<file path="src/rtl/cds_pkg.sv">
package cds_pkg;

    localparam int DATA_W  = 32;
    localparam int WORDS   = 16;
    localparam int ADDR_W  = $clog2(WORDS);
    localparam int CNT_W   = 2;
    localparam int CNT_MAX = (1 << CNT_W) - 1;

    typedef enum logic [1:0] {
        OP_NONE  = 2'd0,
        OP_READ  = 2'd1,
        OP_WRITE = 2'd2
    } op_e;

    typedef struct packed {
        op_e               op;
        logic [ADDR_W-1:0] addr;
        logic [DATA_W-1:0] data;
    } req_t;

    function automatic logic [CNT_W-1:0] clip_count(input logic [7:0] left);
        if (left > 8'(CNT_MAX)) begin
            return CNT_W'(CNT_MAX);
        end
        return left[CNT_W-1:0];
    endfunction

    function automatic op_e decode_op(input logic rd, input logic wr);
        if (rd) begin
            return OP_READ;
        end
        if (wr) begin
            return OP_WRITE;
        end
        return OP_NONE;
    endfunction

endpackage

</file>
<file path="src/rtl/cds_hold.sv">
module cds_hold
    import cds_pkg::*;
(
    input  logic clk,
    input  logic rst,
    input  req_t incoming,
    input  logic done,
    output req_t act,
    output logic act_v,
    output logic pend_v,
    output logic start
);

    req_t pend;
    logic in_v;
    logic free;

    assign in_v  = (incoming.op != OP_NONE) && !pend_v;
    assign free  = !act_v || done;
    assign start = free && (pend_v || in_v);

    always_ff @(posedge clk) begin
        if (rst) begin
            act    <= '0;
            act_v  <= 1'b0;
            pend   <= '0;
            pend_v <= 1'b0;
        end else if (free) begin
            if (pend_v) begin
                act    <= pend;
                act_v  <= 1'b1;
                pend_v <= 1'b0;
            end else if (in_v) begin
                act   <= incoming;
                act_v <= 1'b1;
            end else begin
                act_v <= 1'b0;
            end
        end else if (in_v) begin
            pend   <= incoming;
            pend_v <= 1'b1;
        end
    end

endmodule

</file>
<file path="src/rtl/cds_timer.sv">
module cds_timer
    import cds_pkg::*;
#(
    parameter int LATENCY = 5
) (
    input  logic             clk,
    input  logic             rst,
    input  logic             start,
    input  logic             act_v,
    output logic             done,
    output logic [CNT_W-1:0] cnt
);

    generate
        if (LATENCY == 1) begin : g_single
            assign done = act_v;
            assign cnt  = '0;
        end else begin : g_count
            localparam int REM_W = $clog2(LATENCY);
            logic [REM_W-1:0] rem;

            always_ff @(posedge clk) begin
                if (rst) begin
                    rem <= '0;
                end else if (start) begin
                    rem <= REM_W'(LATENCY - 1);
                end else if (rem != '0) begin
                    rem <= rem - 1'b1;
                end
            end

            assign done = act_v && (rem == '0);
            assign cnt  = act_v ? clip_count(8'(rem)) : '0;
        end
    endgenerate

endmodule

</file>
<file path="src/rtl/cds_regfile.sv">
module cds_regfile
    import cds_pkg::*;
(
    input  logic              clk,
    input  logic              rst,
    input  logic              we,
    input  logic [ADDR_W-1:0] waddr,
    input  logic [DATA_W-1:0] wdata,
    input  logic [ADDR_W-1:0] raddr,
    output logic [DATA_W-1:0] rword
);

    logic [DATA_W-1:0] words [WORDS];

    always_ff @(posedge clk) begin
        for (int i = 0; i < WORDS; i++) begin
            if (rst) begin
                words[i] <= '0;
            end else if (we && (waddr == ADDR_W'(i))) begin
                words[i] <= wdata;
            end
        end
    end

    assign rword = words[raddr];

endmodule

</file>
<file path="src/rtl/countdown_slave.sv">
module countdown_slave
    import cds_pkg::*;
#(
    parameter int LATENCY = 5
) (
    input  logic              clk,
    input  logic              rst,
    input  logic              req_rd,
    input  logic              req_wr,
    input  logic [ADDR_W-1:0] req_addr,
    input  logic [DATA_W-1:0] req_wdata,
    output logic              busy,
    output logic [CNT_W-1:0]  cnt,
    output logic              rvalid,
    output logic [DATA_W-1:0] rdata
);

    req_t              incoming;
    req_t              act;
    logic              act_v;
    logic              pend_v;
    logic              start;
    logic              done;
    logic              wr_en;
    logic [DATA_W-1:0] rword;

    assign incoming.op   = decode_op(req_rd, req_wr);
    assign incoming.addr = req_addr;
    assign incoming.data = req_wdata;

    cds_hold u_hold (
        .clk      (clk),
        .rst      (rst),
        .incoming (incoming),
        .done     (done),
        .act      (act),
        .act_v    (act_v),
        .pend_v   (pend_v),
        .start    (start)
    );

    cds_timer #(.LATENCY(LATENCY)) u_timer (
        .clk   (clk),
        .rst   (rst),
        .start (start),
        .act_v (act_v),
        .done  (done),
        .cnt   (cnt)
    );

    assign wr_en = done && (act.op == OP_WRITE);

    cds_regfile u_regs (
        .clk   (clk),
        .rst   (rst),
        .we    (wr_en),
        .waddr (act.addr),
        .wdata (act.data),
        .raddr (act.addr),
        .rword (rword)
    );

    assign busy   = pend_v;
    assign rvalid = done && (act.op == OP_READ);
    assign rdata  = rvalid ? rword : '0;

endmodule

</file>
<file path="config.mk">
export PLATFORM = sky130hd
export DESIGN_NAME = countdown_slave
export DESIGN_NICKNAME = d
export VERILOG_FILES = /design/src/rtl/cds_pkg.sv /design/src/rtl/cds_hold.sv /design/src/rtl/cds_timer.sv /design/src/rtl/cds_regfile.sv /design/src/rtl/countdown_slave.sv
export SDC_FILE = /design/constraint.sdc
export NUM_CORES = 1
export LEC_CHECK = 0
export ABC_CLOCK_PERIOD_IN_PS = 3760
export BUFFER_PORTS_ARGS = -buffer_cell sky130_fd_sc_hd__buf_4
export CAP_MARGIN = 20
export CELL_PAD_IN_SITES_DETAIL_PLACEMENT = 0
export CELL_PAD_IN_SITES_GLOBAL_PLACEMENT = 2
export CORE_ASPECT_RATIO = 0.5
export CORE_UTILIZATION = 48
export CTS_BUF_LIST = sky130_fd_sc_hd__clkbuf_2 sky130_fd_sc_hd__clkbuf_4 sky130_fd_sc_hd__clkbuf_8
export DETAILED_ROUTE_END_ITERATION = 10
export PLACE_DENSITY = 0.83
export SYNTH_ARGS = -nofsm -noshare
export SYNTH_HDL_FRONTEND = slang
export SYNTH_SLANG_ARGS = --single-unit
</file>
<file path="constraint.sdc">
create_clock -name clk -period 3.76 [get_ports clk]
set_input_delay 0 -clock clk [delete_from_list [all_inputs] [get_ports clk]]
set_output_delay 0 -clock clk [all_outputs]
set_load 0.01 [all_outputs]
</file>
==> run_results.csv <==
group,metric,value,unit
global_routing,grt.total_usage,0.241,
cts,htree_levels,3,
power,power.switching,0.00374,W
sta,setup_viol,0,
global_routing,grt_pass1_wl,99700,microns
sta,fin_ws,497,ps
cts,cts_max_path_buffers,3,
die,start_util,0.493,
yosys,synthArstFlopShare,0,
drt,drc_errors,0,
yosys,ys_ff_latch,597,
drt,routed_wl,67300,microns
die,die-area,57000,sq um
sta,finClkSkew,18.4,ps
placed_design,hpwl,43000,microns
global_routing,met3_usage,0.0601,
power,power_frac_comb,0.104,
sta,relSlewSlack,0.395,
cts,clkSinkCount,597,
placed_design,portBuffers,75,
yosys,synth.top_cell.area_share,0.573,
drt,ant_nets,0,
yosys,avgSynthCellArea,14.6,sq um
finish,layout-drive-gt1-share,0.219,
worst_setup_path,worstPathMaxFanout,27,
yosys,yosysMostFrequentCell,"and2_1",
sta,period_minus_slack,3260,ps
cts,clk_pin_slew,60,ps
yosys,syn-cell-area,26900,sq um
power,seqPwrFrac,0.541,
sta,maxSlewViolCount,0,
global_routing,grt-busiest-layer,"met1",
sta,tns,0,ps
finish,nets,1970,
drt,viasPerCell,5.64,
global_routing,grt_pass1_vias,15277,
yosys,synthDistinctLibCells,46,
power,leakage,10.9,nW
yosys,syn-instance-count,1835,
global_routing,grt_overflow,0,
die,core,54500,sq um
worst_hold_path,hp-class,"primary input to flip-flop",
status,status,"completed",
power,p_per_area,482,nW/um^2
placed_design,gp_congestion,0.811,
drt,dr.first_iter.drc_count,1622,
drt,wl_per_cell,24.5,microns
die,ioPinCount,76,
yosys,ys.flop_type,"edfxtp_1",
power,p_sw_frac,0.257,
global_routing,antenna_found_initial,3,
sta,fmax,306,MHz
worst_hold_path,min_from,"req_wdata[19]",
worst_setup_path,path_class,"flip-flop to primary output",
worst_setup_path,start_kind,"flip-flop",
global_routing,use_met2,0.336,
yosys,yosys-top-cells-count,"513 x and2_1, 512 x edfxtp_1, 128 x mux4_2, 101 x nand2_1, 85 x dfxtp_1",
run,max_cap_violations,0,
worst_setup_path,worst_ep_arrival_time,3260,ps
die,die_x,336,microns
drt,dr_total_vias,15478,
global_routing,grt_max_degree,80,
cts,cts_setup_buffers,0,
yosys,synth-seq-area-share,0.636,
cts,cts_resized,0,
placed_design,post-place-ws,963,ps
worst_setup_path,crit_required,3760,ps
power,clkPwrFrac,0.355,
sta,finalHoldViolCount,0,
cts,cts_tree,"yes",
global_routing,use_met1,0.382,
power,ir_drop,216,uV
worst_setup_path,r2r_start,"u_timer.g_count.rem[0]",
die,die_h,169,microns
cts,cts_buffers,86,
cts,clkLatencyLatePin,660,ps
worst_setup_path,critPathCaptureType,"primary output",
drt,drt_pass1_iterations,5,
yosys,synth_top_cell_by_area,"edfxtp_1",
yosys,synth_edf_count,512,
yosys,synth_fp_nets,1877,
yosys,synth_area_leaders,"edfxtp_1 57%, and2_1 12%, mux4_2 11%",
die,rows,60,
finish,area_growth,12.5,%
yosys,ys_warn_count,0,
power,internal_power,0.0108,W
sta,rsz0062_at_grt,"no",
sta,layout_worst_path_cycle_share,0.868,
sta,worst_slew_pin_slew,906,ps
cts,root_buffer,"clkbuf_8",
[cell families after synthesis]
family | count (synthesis) | share of synthesized area
AND/OR/NAND/NOR | 709 | 0.157
flip-flops | 597 | 0.636
multiplexers | 198 | 0.133
buffers and inverters | 188 | 0.0360
AO/OA/AOI/OAI | 140 | 0.0367
adder cells (fa/ha/maj) | 2 | 0.000932
XOR/XNOR | 1 | 0.000326
[worst paths after layout]
path	cells past startpoint	slack, ps	to
worst max-delay path	5	500	rdata[11]
worst min-delay path	4	150	u_hold.pend[19]
worst max register to register	7	890	u_regs.words[1][21]
worst min register to register	2	450	u_hold.pend[12]
[critical path, stage by stage, from the launching register on]
cell and delay, ps:
dfxtp_4 820, buf_4 450, mux4_2 550, mux2i_1 360, o221ai_1 210, buf_4 180
[state kept, by name, summed over array words and instances (netlist names), named ones only]
name,cells
u_regs.words,512
u_hold.act,38
u_hold.pend,38
u_timer.g_count.rem,3
u_hold.act_v,1
u_hold.pend_v,1
[final cells by class]
class / instances / area, sq um
Fill cell: 4419 / 24300
Tap cell: 744 / 931
Clock inverter: 29 / 161
Timing Repair Buffer: 163 / 1450
Clock buffer: 127 / 1530
Inverter: 30 / 113
Multi-Input combinational cell: 1050 / 8920
Sequential cell: 597 / 17100
Antenna cell: 3 / 7.51
[per-stage QoR]
stage	power (W)	hold slack, ps	cells	utilization	cell area (sq um)
2_1_floorplan	0.00882	111	1835	-	26900
3_3_place_gp	0.00945	247	2544	0.516	28100
3_5_place_dp	0.00949	256	2544	0.516	28100
4_1_cts	0.0147	93.5	2740	0.554	30200
5_1_grt	0.0151	111	2740	0.554	30200
6_report	0.0145	154	2743	0.554	30200
[layer usage]
layer,wire (microns),up-vias
li1,-,6871
met1,32100,7906
met2,28100,619
met3,6290,82
met4,864,0
met5,0,-
[power groups by stage]
stage                     clock network, W  registers [W]  logic, W
after floorplan                          0        0.00770   0.00111
after global placement                   0        0.00798   0.00147
after detailed placement                 0        0.00801   0.00149
after CTS                          0.00526        0.00787   0.00152
after global routing               0.00554        0.00792   0.00162
final                              0.00516        0.00787   0.00152
[cells in the final DEF (no fill, tap or decap), types with 4 or more instances in the layout]
master	count
a211oi_1	43
a21o_2	6
a21oi_1	37
a32oi_1	8
and2_1	513
buf_12	10
buf_4	113
clkbuf_4	35
clkbuf_8	92
clkinv_1	16
clkinv_2	8
dfxtp_1	81
dlygate4sd3_1	40
edfxtp_1	512
inv_1	29
mux2i_1	69
mux4_2	128
nand2_1	101
nand2b_1	4
nor2_1	50
nor2_2	4
nor2_4	12
nor2b_1	6
nor3_1	5
o21ai_0	8
o21bai_4	8
o221ai_1	24
[what timing repair did]
item / 4_1_cts / 5_1_grt
hold buffers: 40 / 0
hold endpoints to repair: 82 / 0
endpoints found under the setup margin: 0 / 0
(Power assumes the default switching activity.)
